===== config.mk =====
export PLATFORM = sky130hd
export DESIGN_NAME = dcasDecoder
export DESIGN_NICKNAME = d
export VERILOG_FILES = /design/src/rtl/dcasPkg.sv /design/src/rtl/dcasCtrl.sv /design/src/rtl/dcasPath.sv /design/src/rtl/dcasDecoder.sv
export SDC_FILE = /design/constraint.sdc
export NUM_CORES = 1
export LEC_CHECK = 0
export ABC_AREA = 1
export CELL_PAD_IN_SITES_DETAIL_PLACEMENT = 1
export CELL_PAD_IN_SITES_GLOBAL_PLACEMENT = 1
export CORE_UTILIZATION = 35
export CTS_BUF_LIST = sky130_fd_sc_hd__clkbuf_2 sky130_fd_sc_hd__clkbuf_4 sky130_fd_sc_hd__clkbuf_8
export DETAILED_ROUTE_END_ITERATION = 10
export PLACE_DENSITY_LB_ADDON = 0.3
export SYNTH_ARGS = -nofsm -noshare
export SYNTH_HDL_FRONTEND = slang
export SYNTH_SLANG_ARGS = --single-unit

===== constraint.sdc =====
create_clock -name clk -period 1.6 [get_ports clk]
set_clock_uncertainty 0.1 [all_clocks]
set_input_delay 0.48 -clock clk [delete_from_list [all_inputs] [get_ports clk]]
set_output_delay 0.48 -clock clk [all_outputs]
set_load 0.02 [all_outputs]

===== src/rtl/dcasPkg.sv =====
package dcasPkg;

  localparam int NUM_TYPES = 9;
  localparam int NUM_LANES = 2;

  localparam int CT_STANDBY    = 0;
  localparam int CT_READ_WORD  = 1;
  localparam int CT_READ_BYTE  = 2;
  localparam int CT_WRITE_WORD = 3;
  localparam int CT_WRITE_BYTE = 4;
  localparam int CT_READ_WRITE = 5;
  localparam int CT_HIDDEN     = 6;
  localparam int CT_ROW_ONLY   = 7;
  localparam int CT_CBR        = 8;

  typedef enum logic [2:0] {
    MODE_IDLE,
    MODE_ROW,
    MODE_ACCESS,
    MODE_CBR,
    MODE_HIDDEN
  } dcasMode_e;

  typedef struct packed {
    logic latchRow;
    logic latchCol;
    logic cbrStep;
  } dcasStrobes_t;

endpackage


===== src/rtl/dcasCtrl.sv =====
module dcasCtrl
  import dcasPkg::*;
#(
  parameter int MIN_RAS_ACT = 4
) (
  input  logic                  clk,
  input  logic                  rstN,
  input  logic                  rasN,
  input  logic                  casLoN,
  input  logic                  casHiN,
  input  logic                  weN,
  input  logic                  oeN,
  output dcasStrobes_t          strobes,
  output logic [NUM_TYPES-1:0]  cycleType,
  output logic [NUM_LANES-1:0]  laneOe,
  output logic [NUM_LANES-1:0]  laneWe,
  output logic                  protoErr
);

  localparam int CNT_W = $clog2(MIN_RAS_ACT + 1);
  localparam logic [CNT_W-1:0] CNT_MAX  = CNT_W'(MIN_RAS_ACT);
  localparam logic [CNT_W-1:0] CNT_LATE = CNT_W'(MIN_RAS_ACT - 1);

  logic rasActQ, casActQ, weQ, holdQ, rwQ;
  logic [CNT_W-1:0] cntQ, cntNext;
  dcasMode_e modeQ, modeNext;

  logic rasAct, casAct, rasFall, rasRise, casFall, casRise;
  logic holdNext, rwNext, errNext, wordSel;
  logic [NUM_LANES-1:0] laneSel, oeNext, weNext;
  logic [NUM_TYPES-1:0] typeNext;

  assign rasAct  = ~rasN;
  assign casAct  = ~casLoN | ~casHiN;
  assign rasFall = rasAct & ~rasActQ;
  assign rasRise = ~rasAct & rasActQ;
  assign casFall = casAct & ~casActQ;
  assign casRise = ~casAct & casActQ;
  assign laneSel = {~casHiN, ~casLoN};
  assign wordSel = &laneSel;

  always_comb begin
    modeNext = modeQ;
    if (!rasAct)
      modeNext = MODE_IDLE;
    else if (rasFall)
      modeNext = casAct ? (holdQ ? MODE_HIDDEN : MODE_CBR) : MODE_ROW;
    else if (modeQ == MODE_ROW && casFall)
      modeNext = MODE_ACCESS;
  end

  assign holdNext = casAct & (holdQ | (rasRise & (modeQ == MODE_ACCESS)));
  assign rwNext   = (modeNext == MODE_ACCESS) & casAct & ~casFall & (rwQ | (~weN & weQ));
  assign errNext  = casRise & rasAct & (modeQ == MODE_ACCESS) & (cntQ < CNT_LATE);
  assign cntNext  = !rasAct ? '0 : ((cntQ == CNT_MAX) ? cntQ : cntQ + 1'b1);

  assign strobes.latchRow = rasFall & ~casAct;
  assign strobes.latchCol = casFall & (modeNext == MODE_ACCESS);
  assign strobes.cbrStep  = rasFall & casAct;

  for (genvar lane = 0; lane < NUM_LANES; lane++) begin : g_lane
    assign oeNext[lane] = laneSel[lane] & ~oeN & weN &
                          ((modeNext == MODE_ACCESS) | holdNext);
    assign weNext[lane] = laneSel[lane] & ~weN & (modeNext == MODE_ACCESS);
  end

  always_comb begin
    typeNext = '0;
    unique case (modeNext)
      MODE_ACCESS: begin
        if (!casAct)    typeNext[CT_ROW_ONLY]   = 1'b1;
        else if (rwNext) typeNext[CT_READ_WRITE] = 1'b1;
        else if (!weN)  typeNext[wordSel ? CT_WRITE_WORD : CT_WRITE_BYTE] = 1'b1;
        else            typeNext[wordSel ? CT_READ_WORD : CT_READ_BYTE]   = 1'b1;
      end
      MODE_ROW:    typeNext[CT_ROW_ONLY] = 1'b1;
      MODE_CBR:    typeNext[CT_CBR]      = 1'b1;
      MODE_HIDDEN: typeNext[CT_HIDDEN]   = 1'b1;
      default: begin
        if (holdNext)    typeNext[CT_HIDDEN]  = 1'b1;
        else if (casAct) typeNext[CT_CBR]     = 1'b1;
        else             typeNext[CT_STANDBY] = 1'b1;
      end
    endcase
  end

  always_ff @(posedge clk or negedge rstN) begin
    if (!rstN) begin
      rasActQ   <= 1'b0;
      casActQ   <= 1'b0;
      weQ       <= 1'b1;
      holdQ     <= 1'b0;
      rwQ       <= 1'b0;
      cntQ      <= '0;
      modeQ     <= MODE_IDLE;
      cycleType <= NUM_TYPES'(1) << CT_STANDBY;
      laneOe    <= '0;
      laneWe    <= '0;
      protoErr  <= 1'b0;
    end else begin
      rasActQ   <= rasAct;
      casActQ   <= casAct;
      weQ       <= weN;
      holdQ     <= holdNext;
      rwQ       <= rwNext;
      cntQ      <= cntNext;
      modeQ     <= modeNext;
      cycleType <= typeNext;
      laneOe    <= oeNext;
      laneWe    <= weNext;
      protoErr  <= errNext;
    end
  end

  assert_onehot_type_R1: assert property (@(posedge clk) disable iff (!rstN)
    $countones(cycleType) == 1);

  assert_standby_quiet_R2: assert property (@(posedge clk) disable iff (!rstN)
    cycleType[CT_STANDBY] |-> (laneOe == '0 && laneWe == '0));

  assert_write_type_R4: assert property (@(posedge clk) disable iff (!rstN)
    (laneWe != '0) |-> (cycleType[CT_WRITE_WORD] | cycleType[CT_WRITE_BYTE] |
                        cycleType[CT_READ_WRITE]));

  assert_cbr_quiet_R7: assert property (@(posedge clk) disable iff (!rstN)
    cycleType[CT_CBR] |-> (laneOe == '0 && laneWe == '0));

  assert_err_on_cas_rise_R10: assert property (@(posedge clk) disable iff (!rstN)
    protoErr |-> (!casActQ && $past(casActQ)));

endmodule


===== src/rtl/dcasPath.sv =====
module dcasPath
  import dcasPkg::*;
#(
  parameter int ADDR_W = 9,
  parameter int REF_W  = 9
) (
  input  logic              clk,
  input  logic              rstN,
  input  logic [ADDR_W-1:0] addr,
  input  dcasStrobes_t      strobes,
  output logic [ADDR_W-1:0] rowAddr,
  output logic [ADDR_W-1:0] colAddr,
  output logic              refStb,
  output logic [ADDR_W-1:0] refRow
);

  logic [REF_W-1:0] refCnt;

  always_ff @(posedge clk or negedge rstN) begin
    if (!rstN) begin
      rowAddr <= '0;
      colAddr <= '0;
      refStb  <= 1'b0;
      refRow  <= '0;
      refCnt  <= '0;
    end else begin
      refStb <= strobes.latchRow | strobes.cbrStep;
      if (strobes.latchRow) begin
        rowAddr <= addr;
        refRow  <= addr;
      end
      if (strobes.latchCol)
        colAddr <= addr;
      if (strobes.cbrStep) begin
        refRow <= ADDR_W'(refCnt);
        refCnt <= refCnt + 1'b1;
      end
    end
  end

  assert_cbr_counter_step_R7: assert property (@(posedge clk) disable iff (!rstN)
    strobes.cbrStep |=> (refCnt == REF_W'($past(refCnt) + 1'b1)) && refStb);

  assert_row_refresh_R6: assert property (@(posedge clk) disable iff (!rstN)
    strobes.latchRow |=> (refStb && refRow == $past(addr) && rowAddr == $past(addr)));

endmodule


===== src/rtl/dcasDecoder.sv =====
module dcasDecoder
  import dcasPkg::*;
#(
  parameter int ADDR_W      = 9,
  parameter int REF_W       = 9,
  parameter int MIN_RAS_ACT = 4
) (
  input  logic              clk,
  input  logic              rstN,
  input  logic              rasN,
  input  logic              casLoN,
  input  logic              casHiN,
  input  logic              weN,
  input  logic              oeN,
  input  logic [ADDR_W-1:0] addr,
  output logic [8:0]        cycleType,
  output logic [1:0]        laneOe,
  output logic [1:0]        laneWe,
  output logic [ADDR_W-1:0] rowAddr,
  output logic [ADDR_W-1:0] colAddr,
  output logic              refStb,
  output logic [ADDR_W-1:0] refRow,
  output logic              protoErr
);

  dcasStrobes_t strobes;

  dcasCtrl #(.MIN_RAS_ACT(MIN_RAS_ACT)) uCtrl (
    .clk(clk), .rstN(rstN), .rasN(rasN), .casLoN(casLoN), .casHiN(casHiN),
    .weN(weN), .oeN(oeN), .strobes(strobes), .cycleType(cycleType),
    .laneOe(laneOe), .laneWe(laneWe), .protoErr(protoErr)
  );

  dcasPath #(.ADDR_W(ADDR_W), .REF_W(REF_W)) uPath (
    .clk(clk), .rstN(rstN), .addr(addr), .strobes(strobes),
    .rowAddr(rowAddr), .colAddr(colAddr), .refStb(refStb), .refRow(refRow)
  );

endmodule


### Word level (Yosys, flattened, before mapping)

Cells that the tools add are included.

| word-level totals | value |
|---|---|
| register bits | 62 |
| input bits | 16 |
| output and inout bits | 42 |
| logic and storage cells | 111 |

| cells by class | value |
|---|---|
| add/sub/neg operators | 2 |
| $lt $le $gt $ge | 5 |
| equality and inequality tests | 8 |
| muxes and demuxes | 32 |
| bitwise operators | 40 |
| reductions and logical operators | 8 |

Operators with widths:

| kind | number |
|---|---|
| greater-or-equal comparator 32 x 1 -> 1 bit (second input constant) | 2 |
| < comparator 32 x 6 -> 1 bit (second input constant) | 2 |
| two-way mux 3 bit | 9 |
| two-way mux 9 bit | 3 |
| AND 1 bit | 26 |
| two-way mux 1 bit | 10 |
| two-way mux 5 bit | 2 |
| adder 9 x 1 -> 9 bit (second input constant) | 1 |
| == test 3 x 2 -> 1 bit (second input constant) | 3 |
| inverter 1 bit | 9 |
| demux 1 bit (select 4 bit) | 2 |
| two-way mux 7 bit | 1 |
| == test 3 x 1 -> 1 bit (second input constant) | 2 |
| == test 3 bit (second input constant) | 2 |
| case mux 1 bit (3 select lines) | 2 |
| OR 1 bit | 5 |
| case mux 1 bit (2 select lines) | 2 |
| OR reduction 2 bit | 2 |
| adder 3 x 1 -> 3 bit (second input constant) | 1 |
| logical AND 1 bit | 3 |
| < comparator 3 x 2 -> 1 bit (second input constant) | 1 |
| OR reduction 3 bit | 1 |
| two-way mux 2 bit | 1 |
| inequality test 2 bit (second input constant) | 1 |
| 2 further kinds | 2 |

### Longest topological paths before layout

Gate-level depths: netlist of the first run.

| depth | value |
|---|---|
| depth after elaboration | 14 |
| depth in mapped cells | 12 |
| gate-level depth less buffers | 12 |

### Modules after synthesis

A second synthesis of the first run with hierarchy kept.

| unflattened totals | value |
|---|---|
| cells, all modules | 270 |
| area total of the unflattened synthesis | 2638.8 sq um |

Modules (own cells, without submodules):

| module | times used | cells each | area an instance (sq um) | seq. area each (sq um) |
|---|---|---|---|---|
| dcasPath | 1 | 148 | 1531.5 | 925.9 |
| dcasCtrl | 1 | 122 | 1107.3 | 628.1 |

### Worst setup path after synthesis of the first run

No wires, ideal clock.

| timing path | value |
|---|---|
| path type | input -> register |
| start | in rasN |
| end | reg uPath.refCnt[8] |
| library setup time | 124 ps |
| data arrival time | 1426 ps |
| data required time | 1376 ps |
| setup slack | -49 ps |
| cell stages on the path | 7 |
| buffers on the path | 0 |
| cells stage by stage | nor2_4 -> nand2_4 -> clkinv_2 -> nand2_1 -> nor3b_1 -> nand4_1 -> xor2_1 |

| between the ends | value |
|---|---|
| longest elaborated chain between the ends | 3 |

RTL lines:

| item | RTL line | RTL |
|---|---|---|
| start: declaration | dcasDecoder.sv:10 | `input logic rasN,` |
| inverter 1 bit | dcasCtrl.sv:33 | `assign rasAct = ~rasN;` |
| AND 1 bit | dcasCtrl.sv:35 | `assign rasFall = rasAct & ~rasActQ;` |
| AND 1 bit | dcasCtrl.sv:59 | `assign strobes.cbrStep = rasFall & casAct;` |
| end signal: assignment | dcasPath.sv:36 | `refCnt <= refCnt + 1'b1;` |
| end: declaration | dcasPath.sv:17 | `logic [REF_W-1:0] refCnt;` |

Every way passes these cells.
A chain may end at the register's enable or synchronous reset.

### Worst setup path in the final report of the first run

| timing path | value |
|---|---|
| start | reg uCtrl.modeQ[1] |
| end | reg uPath.colAddr[1] |

| between the ends | value |
|---|---|
| longest elaborated chain between the ends | 7 |

RTL lines:

| item | RTL line | RTL |
|---|---|---|
| start: declaration | dcasCtrl.sv:26 | `dcasMode_e modeQ, modeNext;` |
| start signal: assignment | dcasCtrl.sv:107 | `modeQ <= modeNext;` |
| == test 3 x 1 -> 1 bit | dcasCtrl.sv:48 | `else if (modeQ == MODE_ROW && casFall)` |
| logical AND 1 bit | dcasCtrl.sv:48 |  |
| two-way mux 3 bit | dcasCtrl.sv:48 |  |
| two-way mux 3 bit | dcasCtrl.sv:46 | `else if (rasFall)` |
| two-way mux 3 bit | dcasCtrl.sv:44 | `if (!rasAct)` |
| net uCtrl.modeNext[0] | dcasCtrl.sv:26 |  |
| == test 3 x 2 -> 1 bit | dcasCtrl.sv:58 | `assign strobes.latchCol = casFall & (modeNext == MODE_ACCESS);` |
| AND 1 bit | dcasCtrl.sv:58 |  |
| end signal: assignment | dcasPath.sv:33 | `colAddr <= addr;` |
| end: declaration | dcasPath.sv:12 | `output logic [ADDR_W-1:0] colAddr,` |

The timed path passes the listed nets, and every way through them passes these cells.

==> results of run 1 <==
[kinds of logic after synthesis]
group	count (synthesis)	synth area share
AND/OR/NAND/NOR	141	0.2473
flip-flops	62	0.6118
buffers and inverters	26	0.04285
AO/OA/AOI/OAI	25	0.05566
XOR/XNOR	8	0.02759
adder cells (fa/ha/maj)	3	0.01478
[stage by stage]
stage               hold WS, ns  cells  instance area [µm²]
floorplan               0.08441    265                 2545
global placement         0.3254    448                 3493
detailed placement       0.3309    448                 3493
CTS                      0.3841    473                 3993
global route             0.4028    479                 3985
finish                   0.3772    479                 3985
[cells in the final DEF, fill, tap and decap left out, types with 3 or more instances in the layout]
master,n
nand2_1,70
xor2_1,5
ha_1,3
buf_2,16
buf_6,6
nand3_1,20
buf_4,43
inv_2,3
dfrtp_1,60
nor2_4,8
xnor2_1,3
nand2_4,6
inv_1,14
clkbuf_2,6
nand3_2,6
a21oi_2,3
o21ai_0,13
clkdlybuf4s15_2,14
nand2_2,3
nor2_1,12
clkdlybuf4s15_1,9
clkdlybuf4s50_1,11
nor2_2,7
clkbuf_8,12
[state kept, by name, indices dropped and copies added, names as in the netlist, 2 cells and up]
name,cells
uCtrl.modeQ,3
uPath.rowAddr,9
uCtrl.cntQ,3
uCtrl.laneOe,2
uCtrl.cycleType,9
uCtrl.laneWe,2
uPath.refCnt,9
uPath.colAddr,9
uPath.refRow,9
[what timing repair did]
item,CTS,global route
resized for setup,161,44
hold buffers,1,0
pin swaps,18,11
hold endpoints to repair,14,0
endpoints found under the setup margin,91,52
setup buffers,9,6
[layer usage]
layer / GRT usage / up-vias
met4: 0.08793 / 0
met2: 0.3772 / 51
met5: 0 / -
li1: - / 1076
met3: 0.06066 / 11
met1: 0.2595 / 1108
[report_power, final]
group / leakage, nW / internal (mW) / switching, mW
Sequential: 0.793 / 1.86 / 0.229
Clock: 0.123 / 1.02 / 0.601
Combinational: 1.09 / 0.516 / 0.743
[tightest hold or removal path, stage by stage (launching register included)]
cell and delay [ns]:
dfrtp_1 0.35, nand2_1 0.05, nand2_1 0.04
[worst max-delay path by stage]
stage | startpoint | endpoint | slack (ns) | cells past startpoint
2_1_floorplan | rasN | uPath.colAddr[0] | 0.006 | 10
3_3_place_gp | rasN | uCtrl.cycleType[6] | -0.62 | 9
3_5_place_dp | casHiN | uCtrl.cycleType[8] | -0.72 | 9
4_1_cts | uCtrl.rasActQ | uCtrl.cycleType[1] | -0.10 | 9
5_1_grt | uCtrl.modeQ[1] | uPath.colAddr[1] | -0.29 | 12
6_report | uCtrl.modeQ[1] | uPath.colAddr[1] | -0.16 | 12
[cell type report]
class                           instances  area, µm²  share of cell area
Inverter                               20      90.09             0.02261
Tap cell                               96      120.1             0.03014
Clock inverter                          3      65.06             0.01633
Multi-Input combinational cell        177       1075              0.2697
Timing Repair Buffer                  108      908.4              0.2279
Clock buffer                           13      172.7             0.04333
Sequential cell                        62       1554              0.3900
==> impl_metrics.py, run 1 <==
metrics = {
    "setup_path": {
        "crit_top_cell": "nand2_1",
        "critPathBufInv": 3,
        "crit_path_max_incr_delay_ns": 0.39,
        "cp-end-kind": "flip-flop",
        "critPathSlowestCell": "dfrtp_1",
        "crit_path_start_kind": "flip-flop",
        "path_class": "flip-flop to flip-flop",
        "regToRegSetupSlack_ns": -0.16,
        "required_ns": 1.78,
        "critPathMaxFanout": 8,
        "rr_startpoint": "uCtrl.modeQ[1]",
        "reg2regPathDepth": 12,
        "critPathArrivalTime_ns": 1.94,
        "worstReg2RegEnd": "uPath.colAddr[1]",
        "critical_path.top_delay_family": "simple AND/OR/NAND/NOR gates",
        "path_cells": "inv_2 -> nand2_1 -> nor2_1 -> nand2_1 -> nand2_1 -> nand2_2 -> nand2_4 -> inv_2 -> nor2_4 -> buf_6 -> nand3_1 -> nand2_1",
    },
    "detailed_routing": {
        "vias_per_cell": 4.689,
        "routed_wl_um": 7706,
        "drt-pass1-iter-count": 4,
        "wl_met3_um": 349,
        "route.detailed.drc": 0,
        "wl_met2_um": 4019,
        "top_layer": "met4",
        "vias": 2246,
        "wl_met1_um": 3197,
        "drt-initial-drc-count": 67,
        "wl_per_cell_um": 16.09,
        "antenna_left": 0,
    },
    "placed_design": {
        "dp_hpwl_um": 5246,
        "dp_slack_ns": -0.7192,
        "io_buffers": 57,
        "gp_congestion": 0.7603,
    },
    "logic_synthesis": {
        "synth_top_cell_area_share": 0.5911,
        "ys_seq_elements": 62,
        "synth_cells": 265,
        "ys_seq_area_frac": 0.6118,
        "synth_common_cells": "75 x nand2_1, 60 x dfrtp_1, 28 x nand3_1",
        "yosys-top-cells-area": "dfrtp_1 59%, nand2_1 11%, nand3_1 5.5%",
        "async_flop_share": 1.000,
        "synth_edf_count": 0,
        "syn_nets": 284,
        "synth-main-ff-cell": "dfrtp_1",
        "yosysWarnings": 0,
        "yosys.area.top_type": "dfrtp_1",
        "synth_cell_types": 28,
        "syn_avg_cell_area_um2": 9.585,
        "yosysMostFrequentCell": "nand2_1",
        "netlist_area_um2": 2540,
    },
    "timing": {
        "hold_violations": 0,
        "rsz0062_at_grt": "true",
        "final_max_slew_viol_count": 0,
        "slew-limit-headroom": 0.7045,
        "max_freq_mhz": 568.4,
        "setup-violations-final": 24,
        "fin_crit_sh": 1.100,
        "setup_ws_ns": -0.1592,
        "post-route-min-period_ns": 1.759,
        "worst_pin_slew_ns": 0.4322,
        "finalSetupTns_ns": -2.314,
    },
    "cts": {
        "clock_latency_ns": 0.34,
        "clk_pin_slew_ns": 0.07,
        "cts_tree": "built",
        "root_buffer": "clkbuf_8",
        "cts_buffer_depth": 2,
        "cts.htree.levels": 3,
        "cts_made_buffers": 9,
        "clkSinkCount": 62,
    },
    "final_layout": {
        "n_fill_cell": 805,
        "layout-drive-gt1-share": 0.4021,
        "nets": 397,
        "area_growth_pct": 56.90,
        "final_util": 0.5770,
        "diodes": 0,
    },
    "global_route": {
        "track_usage": 0.2192,
        "grt_pass1_wl_um": 12280,
        "gr-total-overflow": 0,
        "grt_start_max_net_pins": 28,
        "antenna_found_initial": 0,
        "first_global_vias": 2427,
    },
    "hold_path": {
        "min_from": "uPath.colAddr[4]",
        "whs_endpoint": "uPath.colAddr[4]",
        "holdPathStages": 2,
        "hp-class": "flip-flop to flip-flop",
    },
    "floorplanning": {
        "rows": 30,
        "die_h_um": 87.19,
        "die_w_um": 87.19,
        "start_util": 0.3678,
        "die_area_um2": 7601,
        "core_area_um2": 6907,
        "io_pins": 58,
    },
    "run_status": {
        "status": "finished with violations",
        "violations": "setup timing",
    },
    "power_and_ir_drop": {
        "vdd_ir_drop_max_mv": 0.5429,
        "powerDensity_nw_per_um2": 1246,
        "p_leak_nw": 2.009,
        "power.total_mw": 4.967,
    },
    "job": {
        "maxCapViolations": 0,
    },
}
Power figures use the tool's default switching activity.
==> inputs of run 2 (changes only) <==
--- a/config.mk
+++ b/config.mk
@@ -12,6 +12,7 @@
 export CTS_BUF_LIST = sky130_fd_sc_hd__clkbuf_2 sky130_fd_sc_hd__clkbuf_4 sky130_fd_sc_hd__clkbuf_8
 export DETAILED_ROUTE_END_ITERATION = 10
 export PLACE_DENSITY_LB_ADDON = 0.3
+export SETUP_SLACK_MARGIN = 0.2
 export SYNTH_ARGS = -nofsm -noshare
 export SYNTH_HDL_FRONTEND = slang
 export SYNTH_SLANG_ARGS = --single-unit
==> run 2 against run 1 <==
- the run still ends with setup timing left
- die area unchanged
- hold slack lost 0.35 ns
- maximum frequency decreased by 4.9%
- worst setup slack got worse by 0.090 ns
- global-route usage rose by 0.10 points
- non-clock buffer count grew 6
- via count is 6.2% higher
- sequential power rose by 2%
- final area grew 5.6%
- first-iteration DRC count up 30%
- total power grew 4.1%
- critical path type unchanged
==> impl_metrics.py, run 2 (synthesis results as in run 1) <==
metrics = {
    "cts": {
        "cts.htree.levels": 3,
        "clock_latency_ns": 0.34,
        "clk_pin_slew_ns": 0.07,
        "cts_tree": "built",
        "cts_made_buffers": 9,
        "clkSinkCount": 62,
        "root_buffer": "clkbuf_8",
        "cts_buffer_depth": 2,
    },
    "setup_path": {
        "required_ns": 1.79,
        "critPathSlowestCell": "dfrtp_1",
        "path_cells": "nand2_1 -> nor2_4 -> nor2_2 -> nand4_1 -> nor2_4 -> buf_12 -> buf_8 -> nand3_1 -> nand2_1",
        "crit_path_max_incr_delay_ns": 0.45,
        "startpoint": "uCtrl.holdQ",
        "cp-end-kind": "flip-flop",
        "rr_startpoint": "uCtrl.holdQ",
        "crit_path_start_kind": "flip-flop",
        "critPathMaxFanout": 7,
        "path_class": "flip-flop to flip-flop",
        "critPathArrivalTime_ns": 2.04,
    },
    "run_status": {
        "status": "finished with violations",
        "violations": "setup timing",
    },
    "final_layout": {
        "finalInstanceArea_um2": 4208,
        "final_util": 0.6092,
        "final_common_cell": "dfrtp_1",
        "nets": 405,
        "n_fill_cell": 762,
        "diodes": 0,
        "layout-drive-gt1-share": 0.4769,
        "final_cells": 486,
        "final_cell_mix": "60 x dfrtp_1, 59 x nand2_1, 49 x buf_4, 47 x buf_6, 17 x nand3_1",
        "area_growth_pct": 65.67,
    },
    "timing": {
        "final_max_slew_viol_count": 0,
        "rsz0062_at_grt": "true",
        "slew-limit-headroom": 0.7683,
        "max_freq_mhz": 540.7,
        "setup_ws_ns": -0.2494,
        "fin_crit_sh": 1.156,
        "worst_pin_slew_ns": 0.3476,
        "setup-violations-final": 26,
        "post-route-min-period_ns": 1.849,
        "hold_violations": 0,
    },
    "detailed_routing": {
        "wl_met1_um": 3437,
        "drt-initial-drc-count": 87,
        "vias": 2386,
        "top_layer": "met4",
        "wl_met2_um": 4628,
        "drt-pass1-iter-count": 4,
        "antenna_left": 0,
        "routed_wl_um": 8660,
        "route.detailed.drc": 0,
        "vias_per_cell": 4.909,
        "wl_met3_um": 381,
        "wl_per_cell_um": 17.82,
    },
    "floorplanning": {
        "rows": 30,
        "die_area_um2": 7601,
        "start_util": 0.3678,
        "io_pins": 58,
        "core_area_um2": 6907,
        "die_w_um": 87.19,
        "die_h_um": 87.19,
    },
    "global_route": {
        "antenna_found_initial": 0,
        "gr-total-overflow": 0,
        "first_global_vias": 2528,
        "grt_start_max_net_pins": 63,
        "grt_pass1_wl_um": 12390,
        "track_usage": 0.2202,
    },
    "placed_design": {
        "gp_congestion": 0.9057,
        "io_buffers": 57,
        "placed_area_um2": 3478,
        "dp_hpwl_um": 4887,
        "dp_cells": 443,
    },
    "power_and_ir_drop": {
        "p_leak_nw": 2.070,
        "vdd_ir_drop_max_mv": 0.6587,
        "powerDensity_nw_per_um2": 1229,
    },
    "job": {
        "maxCapViolations": 0,
    },
    "hold_path": {
        "hp-class": "input port to asynchronous set/reset pin",
    },
}
==> run 2: cell count changes in the layout (fill, tap and decap cells not counted), sizes merged <==
cell	previous run	this run
buf	67	100
dlygate4sd3	1	0
clkbuf	19	13
clkinvlp	0	1
nand2	79	80
clkdlybuf4s15	23	1
bufinv	2	1
nor2	27	28
clkinv	2	3
==> run 2: final timing paths <==
path                                    end  slack [ns]  depth (start not counted)
max in group asynchronous         uCtrl.weQ        1.06                          2
min reg2reg                 uPath.refCnt[7]        0.40                          1
min in group clk               uPath.refStb        0.40                          3
max                        uPath.colAddr[5]       -0.25                          9
min                           uCtrl.cntQ[0]        0.02                          2
max reg2reg                uPath.colAddr[5]       -0.25                          9
==> run 2: where the power goes <==
part           total (mW)  switching, mW  internal (mW)
combinational        1.65          0.831          0.823
sequential           2.13          0.275           1.86
clock                1.38          0.618          0.765
total                5.17           1.72           3.45
==> run 2: through the flow <==
step	total power [mW]	worst slack [ns]	hold slack, ns	setup TNS, ns
after global placement	3.328	-0.6482	0.3723	-30.17
after floorplan	2.720	0.01816	0.08441	0
after global routing	5.414	-0.2961	0.06861	-5.664
after detailed placement	3.389	-0.7439	0.3688	-32.96
final	5.170	-0.2494	0.02370	-4.020
after CTS	5.041	-0.05297	0.04755	-0.3340
==> run 2: final cells by class <==
class | count | area (µm²) | area share
Inverter | 20 | 87.58 | 0.02081
Sequential cell | 62 | 1554 | 0.3693
Timing Repair Buffer | 114 | 1089 | 0.2587
Clock buffer | 11 | 145.1 | 0.03449
Multi-Input combinational cell | 179 | 1165 | 0.2768
Tap cell | 96 | 120.1 | 0.02855
Clock inverter | 4 | 47.55 | 0.01130
==> run 2: timing repair <==
| action | in CTS | in global routing |
|---|---|---|
| gates resized for setup | 295 | 39 |
| pin swaps | 11 | 18 |
| cloned | 2 | 0 |
| hold buffers | 0 | 0 |
| endpoints found under the setup margin | 100 | 95 |
| buffers inserted | 17 | 9 |
==> run 2: worst max-delay path, delay by kind of cell, from the launching register on <==
family                 cells  cell delay, ns
buffers and inverters      2            0.28
and+or+nand+nor            7            0.95
DFF                        1            0.45
==> run 2: layer usage <==
layer,up-vias,GRT usage
met5,-,0
met4,0,0.09538
met3,16,0.04455
met2,71,0.3944
met1,1206,0.2552
li1,1093,-
==> inputs of run 3 (changes only) <==
--- a/config.mk
+++ b/config.mk
@@ -8,11 +8,12 @@
 export ABC_AREA = 1
 export CELL_PAD_IN_SITES_DETAIL_PLACEMENT = 1
 export CELL_PAD_IN_SITES_GLOBAL_PLACEMENT = 1
-export CORE_UTILIZATION = 35
+export CORE_UTILIZATION = 30
 export CTS_BUF_LIST = sky130_fd_sc_hd__clkbuf_2 sky130_fd_sc_hd__clkbuf_4 sky130_fd_sc_hd__clkbuf_8
 export DETAILED_ROUTE_END_ITERATION = 10
 export PLACE_DENSITY_LB_ADDON = 0.3
 export SETUP_SLACK_MARGIN = 0.2
+export SKIP_CTS_REPAIR_TIMING = 1
 export SYNTH_ARGS = -nofsm -noshare
 export SYNTH_HDL_FRONTEND = slang
 export SYNTH_SLANG_ARGS = --single-unit
==> run 3 against run 2 <==
- the flow still finishes with violations (setup timing)
- combinational power shrank 13%
- flip-flop and latch count is the same
- total power shrank 8.0%
- non-clock buffer count shrank 8
- routed wire length shrank 23%
- critical path depth grew 1
- via count shrank 7.7%
- sequential share of layout area grew 2.5 points
- register-to-register slack gained 0.22 ns
- sequential power is essentially flat
- final area shrank 6.4%
- first-iteration DRC count shrank 64%
- critical endpoint is now uPath.colAddr[4]
==> impl_metrics.py, run 3 (synthesis results as in run 1) <==
metrics = {
    "detailed_routing": {
        "routed_wl_um": 6695,
        "route.detailed.drc": 0,
        "vias": 2203,
        "wl_per_cell_um": 13.75,
        "drt-initial-drc-count": 31,
        "drt-pass1-iter-count": 4,
        "vias_per_cell": 4.524,
        "antenna_left": 0,
    },
    "timing": {
        "hold_violations": 0,
        "setup-violations-final": 9,
        "max_freq_mhz": 614.8,
        "slew-limit-headroom": 0.7400,
        "post-route-min-period_ns": 1.626,
        "rsz0062_at_grt": "true",
        "fin_crit_sh": 1.017,
        "worst_pin_slew_ns": 0.3802,
        "final_max_slew_viol_count": 0,
        "setup_ws_ns": -0.02644,
    },
    "power_and_ir_drop": {
        "swShare": 0.3215,
        "vdd_ir_drop_max_mv": 0.5128,
        "powerDensity_nw_per_um2": 1208,
        "p_leak_nw": 2.037,
        "p_int_mw": 3.227,
        "seqPwrFrac": 0.444,
        "p_clk_frac": 0.255,
        "p_switching_mw": 1.529,
        "combPwrFrac": 0.301,
    },
    "setup_path": {
        "path_class": "flip-flop to flip-flop",
        "startpoint": "uCtrl.rasActQ",
        "critPathArrivalTime_ns": 1.80,
        "critPathSlowestCell": "dfrtp_1",
        "critPathBufInv": 3,
        "crit_path_start_kind": "flip-flop",
        "crit_end": "uPath.colAddr[4]",
        "cp-end-kind": "flip-flop",
        "reg2regPathDepth": 10,
        "rr_startpoint": "uCtrl.rasActQ",
        "required_ns": 1.77,
        "critPathMaxFanout": 9,
        "regToRegSetupSlack_ns": -0.03,
        "crit_path_max_incr_delay_ns": 0.40,
        "path_cells": "nor2_4 -> inv_2 -> nor2_4 -> nor2_2 -> nand2_2 -> inv_2 -> nor2_4 -> buf_6 -> nand3_1 -> nand2_1",
        "critical_path.top_delay_family": "simple AND/OR/NAND/NOR gates",
        "path_depth": 10,
        "worstReg2RegEnd": "uPath.colAddr[4]",
        "crit_top_cell": "nor2_4",
    },
    "floorplanning": {
        "start_util": 0.3091,
        "rows": 33,
        "io_pins": 58,
        "die_h_um": 94.02,
        "die_w_um": 94.02,
        "core_area_um2": 8217,
        "die_area_um2": 8839,
    },
    "final_layout": {
        "nets": 396,
        "layout-drive-gt1-share": 0.3691,
        "final_cell_mix": "73 x nand2_1, 60 x dfrtp_1, 44 x buf_6, 44 x buf_4, 26 x nand3_1",
        "n_fill_cell": 923,
        "diodes": 0,
        "final_common_cell": "nand2_1",
        "finalInstanceArea_um2": 3938,
        "area_growth_pct": 55.02,
    },
    "cts": {
        "clk_pin_slew_ns": 0.07,
        "cts_buffer_depth": 2,
        "root_buffer": "clkbuf_8",
        "cts_made_buffers": 9,
        "clkSinkCount": 62,
        "cts_tree": "built",
        "cts.htree.levels": 3,
        "clock_latency_ns": 0.33,
    },
    "placed_design": {
        "dp_slack_ns": -0.7308,
        "gp_congestion": 0.8750,
        "dp_hpwl_um": 4955,
        "placed_area_um2": 3540,
        "io_buffers": 57,
    },
    "global_route": {
        "grt_pass1_wl_um": 10910,
        "track_usage": 0.1673,
        "first_global_vias": 2307,
        "antenna_found_initial": 0,
        "gr-total-overflow": 0,
        "grt_start_max_net_pins": 31,
    },
    "job": {
        "maxCapViolations": 0,
    },
    "run_status": {
        "status": "finished with violations",
        "violations": "setup timing",
    },
    "hold_path": {
        "hp-class": "flip-flop to flip-flop",
    },
}
-- run 3: cell count changes in the layout (fill, tap and decap cells not counted), moves of 4 or more --
cell and change:
nand3_1 +9, nand2_2 -13, clkbuf_4 +4, nand2_1 +14, nand3_2 -8, buf_4 -5, nor2_4 -5
-- run 3: cell type report --
type	instances	area (µm²)	area share
sequential	62	1554	0.3947
timing repair buffer	106	1028	0.2612
multi-input combinational	178	972.2	0.2469
clock buffer	14	161.4	0.04099
tap	105	131.4	0.03337
inverter	20	80.08	0.02034
clock inverter	2	10.01	0.002542
-- run 3: worst min-delay path by stage --
stage	endpoint	from	depth (start not counted)	slack (ns)
after floorplan	uCtrl.casActQ	rstN	0	0.08
after global placement	uCtrl.cycleType[6]	rstN	1	0.31
after detailed placement	uCtrl.cycleType[8]	rstN	1	0.31
after CTS	uCtrl.cycleType[8]	rstN	1	-0.05
after global routing	uPath.refCnt[7]	uPath.refCnt[7]	1	0.44
final	uPath.refCnt[7]	uPath.refCnt[7]	1	0.41
-- run 3: metrics by stage --
step                        util  power (mW)   TNS, ns  cells  hold slack (ns)
final                     0.4792       4.756  -0.09468    487           0.4134
after global routing      0.4792       5.055    -2.745    487           0.4438
after detailed placement  0.4308       3.395    -32.18    457           0.3060
after floorplan                -       2.720         0    265          0.08441
after CTS                 0.4517       4.642    -24.37    473         -0.05159
after global placement    0.4308       3.353    -30.83    457           0.3054
-- run 3: layer usage --
layer | vias to the layer above | track usage | wire length (µm)
li1 | 1075 | - | -
met1 | 1065 | 0.1969 | 2923
met2 | 54 | 0.2780 | 3324
met3 | 9 | 0.05259 | 348
met4 | 0 | 0.07564 | 99
met5 | - | 0 | 0
-- run 3: power by group through the flow --
stage	logic, mW	clock network [mW]	registers, mW
after global routing	1.57	1.34	2.15
after CTS	1.30	1.26	2.08
after global placement	1.25	0	2.10
final	1.43	1.21	2.11
after detailed placement	1.30	0	2.10
after floorplan	0.438	0	2.28
